<file path="config.mk">
export PLATFORM = sky130hd
export DESIGN_NAME = pci_par_unit
export DESIGN_NICKNAME = d
export VERILOG_FILES = /design/src/rtl/pci_par_pkg.sv /design/src/rtl/pci_par_tree.sv /design/src/rtl/pci_par_phase.sv /design/src/rtl/pci_par_drive.sv /design/src/rtl/pci_par_check.sv /design/src/rtl/pci_par_report.sv /design/src/rtl/pci_par_unit.sv
export SDC_FILE = /design/constraint.sdc
export NUM_CORES = 1
export LEC_CHECK = 0
export CORE_MARGIN = 2
export CORE_UTILIZATION = 36
export DETAILED_ROUTE_END_ITERATION = 7
export GPL_TIMING_DRIVEN = 0
export PLACE_DENSITY = 0.84
export SLEW_MARGIN = 30
export SYNTH_ARGS = -nofsm -noshare
export SYNTH_HDL_FRONTEND = slang
export SYNTH_HIERARCHICAL = 1
export SYNTH_SLANG_ARGS = --single-unit
</file>
<file path="constraint.sdc">
create_clock -name clk -period 4.15 [get_ports clk]
set_input_delay 0.415 -clock clk [delete_from_list [all_inputs] [get_ports clk]]
set_output_delay 0.415 -clock clk [all_outputs]
set_load 0.05 [all_outputs]
</file>
<file path="src/rtl/pci_par_pkg.sv">
`timescale 1ns/1ps
package pci_par_pkg;

  // Per-clock decode of the bus strobes
  typedef struct packed {
    logic addr_phase;  // first clock of a transaction
    logic wr_done;     // claimed write data phase completes
    logic rd_win;      // claimed read data clock, target drives AD
  } phase_t;

endpackage

</file>
<file path="src/rtl/pci_par_tree.sv">
`timescale 1ns/1ps
module pci_par_tree #(
  parameter int AD_W  = 32,
  parameter int CBE_W = AD_W / 8
) (
  input  logic [AD_W-1:0]  ad_i,
  input  logic [CBE_W-1:0] cbe_n_i,
  output logic             even_par_o
);
  localparam int LANE_W = AD_W / CBE_W;

  logic [CBE_W-1:0] lane_par;

  // One XOR per byte lane including its enable bit, then fold the lanes
  for (genvar g = 0; g < CBE_W; g++) begin : g_lane
    assign lane_par[g] = (^ad_i[g*LANE_W +: LANE_W]) ^ cbe_n_i[g];
  end

  assign even_par_o = ^lane_par;
endmodule

</file>
<file path="src/rtl/pci_par_phase.sv">
`timescale 1ns/1ps
module pci_par_phase
  import pci_par_pkg::*;
(
  input  logic   clk,
  input  logic   rst,
  input  logic   frame_n_i,
  input  logic   irdy_n_i,
  input  logic   trdy_n_i,
  input  logic   devsel_n_i,
  input  logic   rd_dir_i,
  input  logic   claimed_i,
  output phase_t phase_o
);
  logic prev_idle_q;
  logic idle_now;
  logic data_cyc;
  logic owned;

  always_ff @(posedge clk) begin
    if (rst) prev_idle_q <= 1'b1;
    else     prev_idle_q <= frame_n_i & irdy_n_i;
  end

  assign idle_now = frame_n_i & irdy_n_i;
  assign data_cyc = ~prev_idle_q & ~idle_now;
  assign owned    = claimed_i & ~devsel_n_i;

  always_comb begin
    phase_o.addr_phase = prev_idle_q & ~frame_n_i;
    phase_o.wr_done    = data_cyc & owned & ~rd_dir_i & ~irdy_n_i & ~trdy_n_i;
    phase_o.rd_win     = data_cyc & owned & rd_dir_i;
  end
endmodule

</file>
<file path="src/rtl/pci_par_drive.sv">
`timescale 1ns/1ps
module pci_par_drive
  import pci_par_pkg::*;
(
  input  logic   clk,
  input  logic   rst,
  input  phase_t phase_i,
  input  logic   even_par_i,
  output logic   par_o,
  output logic   par_oe_o
);
  // PAR trails AD by exactly one clock, so one register stage is enough
  always_ff @(posedge clk) begin
    if (rst) begin
      par_o    <= 1'b0;
      par_oe_o <= 1'b0;
    end else begin
      par_o    <= phase_i.rd_win ? even_par_i : 1'b0;
      par_oe_o <= phase_i.rd_win;
    end
  end
endmodule

</file>
<file path="src/rtl/pci_par_check.sv">
`timescale 1ns/1ps
module pci_par_check
  import pci_par_pkg::*;
(
  input  logic   clk,
  input  logic   rst,
  input  phase_t phase_i,
  input  logic   even_par_i,
  input  logic   par_i,
  output logic   addr_err_o,
  output logic   data_err_o
);
  logic addr_pend_q, addr_exp_q;
  logic data_pend_q, data_exp_q;

  // Keep the expected bit; the master's PAR shows up one clock later
  always_ff @(posedge clk) begin
    if (rst) begin
      addr_pend_q <= 1'b0;
      addr_exp_q  <= 1'b0;
      data_pend_q <= 1'b0;
      data_exp_q  <= 1'b0;
    end else begin
      addr_pend_q <= phase_i.addr_phase;
      data_pend_q <= phase_i.wr_done;
      if (phase_i.addr_phase) addr_exp_q <= even_par_i;
      if (phase_i.wr_done)    data_exp_q <= even_par_i;
    end
  end

  assign addr_err_o = addr_pend_q & (par_i != addr_exp_q);
  assign data_err_o = data_pend_q & (par_i != data_exp_q);
endmodule

</file>
<file path="src/rtl/pci_par_report.sv">
`timescale 1ns/1ps
module pci_par_report (
  input  logic clk,
  input  logic rst,
  input  logic addr_err_i,
  input  logic data_err_i,
  input  logic perr_en_i,
  input  logic serr_en_i,
  input  logic stat_clr_i,
  output logic perr_n_o,
  output logic perr_oe_o,
  output logic serr_n_o,
  output logic serr_oe_o,
  output logic stat_o
);
  logic fire_p, fire_s;

  assign fire_p = data_err_i & perr_en_i;
  assign fire_s = addr_err_i & serr_en_i;

  always_ff @(posedge clk) begin
    if (rst) begin
      perr_n_o  <= 1'b1;
      perr_oe_o <= 1'b0;
      serr_n_o  <= 1'b1;
      serr_oe_o <= 1'b0;
      stat_o    <= 1'b0;
    end else begin
      // Sustained tristate: a low clock is followed by one high clock
      perr_n_o  <= ~fire_p;
      perr_oe_o <= fire_p | (perr_oe_o & ~perr_n_o);
      // Open drain: only ever pulled low, for one clock
      serr_n_o  <= ~fire_s;
      serr_oe_o <= fire_s;
      // New mismatch wins over a clear in the same clock
      stat_o    <= (stat_o & ~stat_clr_i) | addr_err_i | data_err_i;
    end
  end
endmodule

</file>
<file path="src/rtl/pci_par_unit.sv">
`timescale 1ns/1ps
module pci_par_unit
  import pci_par_pkg::*;
#(
  parameter int AD_W  = 32,
  parameter int CBE_W = AD_W / 8
) (
  input  logic             clk,
  input  logic             rst,
  input  logic [AD_W-1:0]  ad_i,
  input  logic [CBE_W-1:0] cbe_n_i,
  input  logic             par_i,
  input  logic             frame_n_i,
  input  logic             irdy_n_i,
  input  logic             trdy_n_i,
  input  logic             devsel_n_i,
  input  logic             rd_dir_i,
  input  logic             claimed_i,
  input  logic             perr_en_i,
  input  logic             serr_en_i,
  input  logic             stat_clr_i,
  output logic             par_o,
  output logic             par_oe_o,
  output logic             perr_n_o,
  output logic             perr_oe_o,
  output logic             serr_n_o,
  output logic             serr_oe_o,
  output logic             par_err_stat_o
);
  phase_t phase;
  logic   even_par;
  logic   addr_err, data_err;

  pci_par_tree #(.AD_W(AD_W), .CBE_W(CBE_W)) u_tree (
    .ad_i(ad_i), .cbe_n_i(cbe_n_i), .even_par_o(even_par)
  );

  pci_par_phase u_phase (
    .clk(clk), .rst(rst), .frame_n_i(frame_n_i), .irdy_n_i(irdy_n_i),
    .trdy_n_i(trdy_n_i), .devsel_n_i(devsel_n_i), .rd_dir_i(rd_dir_i),
    .claimed_i(claimed_i), .phase_o(phase)
  );

  pci_par_drive u_drive (
    .clk(clk), .rst(rst), .phase_i(phase), .even_par_i(even_par),
    .par_o(par_o), .par_oe_o(par_oe_o)
  );

  pci_par_check u_check (
    .clk(clk), .rst(rst), .phase_i(phase), .even_par_i(even_par),
    .par_i(par_i), .addr_err_o(addr_err), .data_err_o(data_err)
  );

  pci_par_report u_report (
    .clk(clk), .rst(rst), .addr_err_i(addr_err), .data_err_i(data_err),
    .perr_en_i(perr_en_i), .serr_en_i(serr_en_i), .stat_clr_i(stat_clr_i),
    .perr_n_o(perr_n_o), .perr_oe_o(perr_oe_o), .serr_n_o(serr_n_o),
    .serr_oe_o(serr_oe_o), .stat_o(par_err_stat_o)
  );
endmodule

</file>
== Word-level counts from Yosys, hierarchy flattened ==
Cells that the tools add are included.

* Register bits after elaboration: 12
* Input port bits: 48
* Output and inout bits: 7
* Word-level logic and storage cells: 54

* Eq/ne operators: 2
* Bitwise gates (word level): 34
* Reduce and logical (&&, ||, !) cells: 6

{| class="wikitable"
|+ Operator list
! operator !! count
|-
| XOR reduction 8 bit || 4
|-
| bitwise AND 1 bit || 15
|-
| NOT 1 bit || 12
|-
| XOR reduction 4 bit || 1
|-
| XOR 1 bit || 4
|-
| bitwise OR 1 bit || 3
|-
| != test 1 bit || 2
|-
| OR reduction 2 bit || 1
|}

== Depth between registers and ports, before layout ==
* Word-level depth: 7
* Mapped depth: 7
* Gate-level depth less buffers: 7

== Modules after synthesis ==
The synthesis kept the hierarchy.

{| class="wikitable"
|+ By module, submodules not included
! module !! times used !! cells an instance !! area each (sq um) !! sequential area each (sq um)
|-
| pci_par_tree || 1 || 34 || 311.5 || 0.0
|-
| pci_par_check || 1 || 14 || 150.1 || 80.1
|-
| pci_par_report || 1 || 15 || 150.1 || 100.1
|-
| pci_par_phase || 1 || 8 || 76.3 || 20.0
|-
| pci_par_drive || 1 || 4 || 55.1 || 40.0
|}

== Worst setup path before layout ==
OpenSTA, ideal clock, no wires.

* Path kind: input to register
* From: in ad_i[27]
* To: reg u_check.addr_exp_q
* Library setup time: 0.064 ns
* Arrival: 1.655 ns
* Data required time: 4.086 ns
* Setup slack: 2.431 ns
* Stages on the path: 7
* Buffers on the path: 0
* Path through: xor2_1 > xnor2_1 > xnor2_1 > xnor3_1 > xnor2_1 > mux2i_1 > nor2_1

* Word-level cells in the longest chain between the ends: 3

{| class="wikitable"
|+ Ends and longest elaborated chain
! item !! RTL line !! RTL
|-
| start, declared || pci_par_unit.sv:10 || <nowiki>input logic [AD_W-1:0] ad_i,</nowiki>
|-
| XOR reduction 8 bit || pci_par_tree.sv:16 || <nowiki>assign lane_par[g] = (^ad_i[g*LANE_W +: LANE_W]) ^ cbe_n_i[g];</nowiki>
|-
| XOR 1 bit || pci_par_tree.sv:16 ||
|-
| XOR reduction 4 bit || pci_par_tree.sv:19 || <nowiki>assign even_par_o = ^lane_par;</nowiki>
|-
| net even_par || pci_par_unit.sv:31 || <nowiki>logic even_par;</nowiki>
|-
| end signal, assigned || pci_par_check.sv:26 || <nowiki>if (phase_i.addr_phase) addr_exp_q <= even_par_i;</nowiki>
|-
| end, declared || pci_par_check.sv:13 || <nowiki>logic addr_pend_q, addr_exp_q;</nowiki>
|}

The timed path passes the listed nets, and every way through them passes these cells.
A chain may end at the register's enable or synchronous reset.

== Final worst setup path ==
* From: in ad_i[2]
* To: reg u_check.data_exp_q

* Word-level cells in the longest chain between the ends: 3

{| class="wikitable"
|+ Ends and longest elaborated chain
! item !! RTL line !! RTL
|-
| XOR reduction 8 bit || pci_par_tree.sv:16 ||
|-
| XOR 1 bit || pci_par_tree.sv:16 ||
|-
| XOR reduction 4 bit || pci_par_tree.sv:19 ||
|-
| net even_par || pci_par_unit.sv:31 ||
|-
| end signal, assigned || pci_par_check.sv:27 || <nowiki>if (phase_i.wr_done) data_exp_q <= even_par_i;</nowiki>
|-
| end, declared || pci_par_check.sv:14 || <nowiki>logic data_pend_q, data_exp_q;</nowiki>
|}

The timed path passes the listed nets, and every way through them passes these cells.

==> metrics.txt <==
Cell Area, Synth approximately 740 µm²; Synth-to-Final Area Change 82.16%; layout cells sized above 1 roughly 5.3%; startpoint types input port; # hold bufs at CTS 0; Post-DRT Antenna Nets 0; Critical Path Max Stage Delay 0.47 ns; actual slew at the worst max-slew pin between 0.4 and 0.5 ns; FF+latch area 240.2 µm²; IO Pins 55; post-synth top area share between 30% and 40%; Syn Inst Count 75; fin nets approximately 180; total number of vias approximately 660; Max-slew headroom roughly 67%; Initial Util a little under two fifths; worst IR drop on VDD 0.0001756 V; GRT overflow 0; initial antenna violation count 0; leakage power 0.0004919 µW; clk buf depth 2; DRC violations left 0; DIE AREA 2444 µm²; Setup Fix Bufs, Post-CTS 0; Hold Path Class register to register; row count 16; CP Class input port to register; global placer's final weighted congestion approximately 0.63; clock skew approximately 0.0025 ns; post-layout util between 60% and 70%; CP max FO 3; post-synth top area cell xnor2_1; Avg WL per Cell approximately 10 µm; Multi-input gate area ~500 µm²; Critical Path RT between 4 and 5 ns; die height a little under 50 µm; post-CTS resize count 0; Peak Freq around 490 MHz; Buffers & Inverters on Critical Path 1; total power 405.1 µW; cells along the critical path clkdlybuf4s50_1, xor2_1, xnor2_1, xnor2_1, xnor3_1, xnor2_1, mux2i_1, nor2_1; Die W between 40 and 50 µm; final instance area about 1400 µm²; aggregate global-route resource usage between 10 and 15%; CTS tree built; Synth Register Bits 12; total wire length around 1600 µm; pwr dens 299.2 nW/µm²; Final HPWL DP roughly 1400 µm; Yosys cell types 17; CTS Root Cell clkbuf_4; Iteration-0 DRC Markers 2; Core Box Area a little under 2000 µm²; minimum hold slack approximately 0.48 ns; PortBufs between 50 and 60; Tcrit/Tclk final 49.07%; Setup TNS 0 ns; placed inst area roughly 1300 µm²; htree depth 1; Ys Warns 6; Tmin final between 2 and 2.5 ns; CP dominant cell by count xnor2_1; Finish-stage setup viols 0; register area share after synthesis 32.32%; Net Count, Synth around 120; synthesized area per cell around 9.9 µm²; Fill cells ~170; vias per cell 4.150; CP endpoint kind register; synth top area cells xnor2_1, dfxtp_1, xor2_1; outcome finished clean; clk slew on worst S/H paths approximately 0.07 ns; clk_lat worst skew between 0.2 and 0.3 ns; ant diodes 0; 1st-pass router iterations 2; slowest cell on the critical path clkdlybuf4s50_1; Clock Sinks 12; critical path arrival ~2.2 ns; global-route wire length before repair ~2700 µm; Top Family by Delay on Critical Path XOR/XNOR gates; vias in the first global route 651; largest net degree at the start of global routing 13; final hold vios 0; Slew Viols, Final 0; unrepaired setup endpoints after global routing no; maxcap violations 0; CTS Buf Count 3
## final timing paths
kind,depth (start not counted),startpoint,slack [ns],to
setup / recovery,8,ad_i[2],2.11,u_check/data_exp_q$_SDFFE_PP0P_
hold reg to reg,2,u_report/perr_oe_o$_SDFF_PP0_,0.48,u_report/perr_oe_o$_SDFF_PP0_
hold / removal,2,u_report/perr_oe_o$_SDFF_PP0_,0.48,u_report/perr_oe_o$_SDFF_PP0_
setup reg to reg,4,u_phase/prev_idle_q$_SDFF_PP1_,2.81,u_check/data_exp_q$_SDFFE_PP0P_
## metal layers
layer,part of all wire [%],GRT usage (%),up-vias
li1,-,-,356
met1,37,13.58,279
met2,56,27.03,27
met3,6.3,3.374,2
met4,1.2,6.944,0
met5,0,0,-
## metrics by stage
stage	setup slack (ns)	std cells
4_1_cts	2.087	160
3_3_place_gp	1.829	156
5_1_grt	1.895	160
6_report	2.114	160
3_5_place_dp	1.807	156
2_1_floorplan	2.431	75
## power by group
part	internal, µW	switching [µW]
logic	117	68.4
registers	123	4.58
clock network	53.3	38.0
## cells in the mapped netlist
cell,n
xnor2_1,29
dfxtp_1,12
xor2_1,6
nor2_1,4
nor2b_1,4
nand2_1,3
nand2b_1,3
a21oi_1,2
and2_1,2
mux2i_1,2
or2_1,2
and3b_1,1
inv_1,1
nor3b_2,1
nor4_2,1
or3b_4,1
xnor3_1,1
## worst reg2reg max path, stage by stage, from the launching register on
cell and delay, ns:
dfxtp_1 0.32, or3b_4 0.40, nor4_2 0.22, mux2i_1 0.23, nor2_1 0.05
## area by class of cell
| class | instances | share of cell area (%) |
|---|---|---|
| clock buffers | 4 | 2.680 |
| repair buffers | 54 | 39.93 |
| well taps | 27 | 2.495 |
| inverters | 1 | 0.2773 |
| multi-input cells | 62 | 36.88 |
| flip-flops and latches | 12 | 17.74 |
## cells by family (layout without fill, tap and decap cells)
group / Yosys count / count (layout) / share of synthesized area [%]
xor+xnor: 36 / 36 / 44.28
compound gates: 2 / 2 / 1.347
flops: 12 / 12 / 32.32
mux: 2 / 2 / 2.694
simple gates: 22 / 22 / 18.85
buf+inv: 1 / 59 / 0.5046
## cells in the final DEF, fill, tap and decap left out
master	n
a21oi_1	2
and2_1	2
and3b_1	1
clkbuf_4	3
clkbuf_8	1
clkdlybuf4s50_1	54
dfxtp_1	12
inv_1	1
mux2i_1	2
nand2_1	3
nand2b_1	3
nor2_1	4
nor2b_1	4
nor3b_2	1
nor4_2	1
or2_1	2
or3b_4	1
xnor2_1	29
xnor3_1	1
xor2_1	6
(Power assumes the default switching activity.)
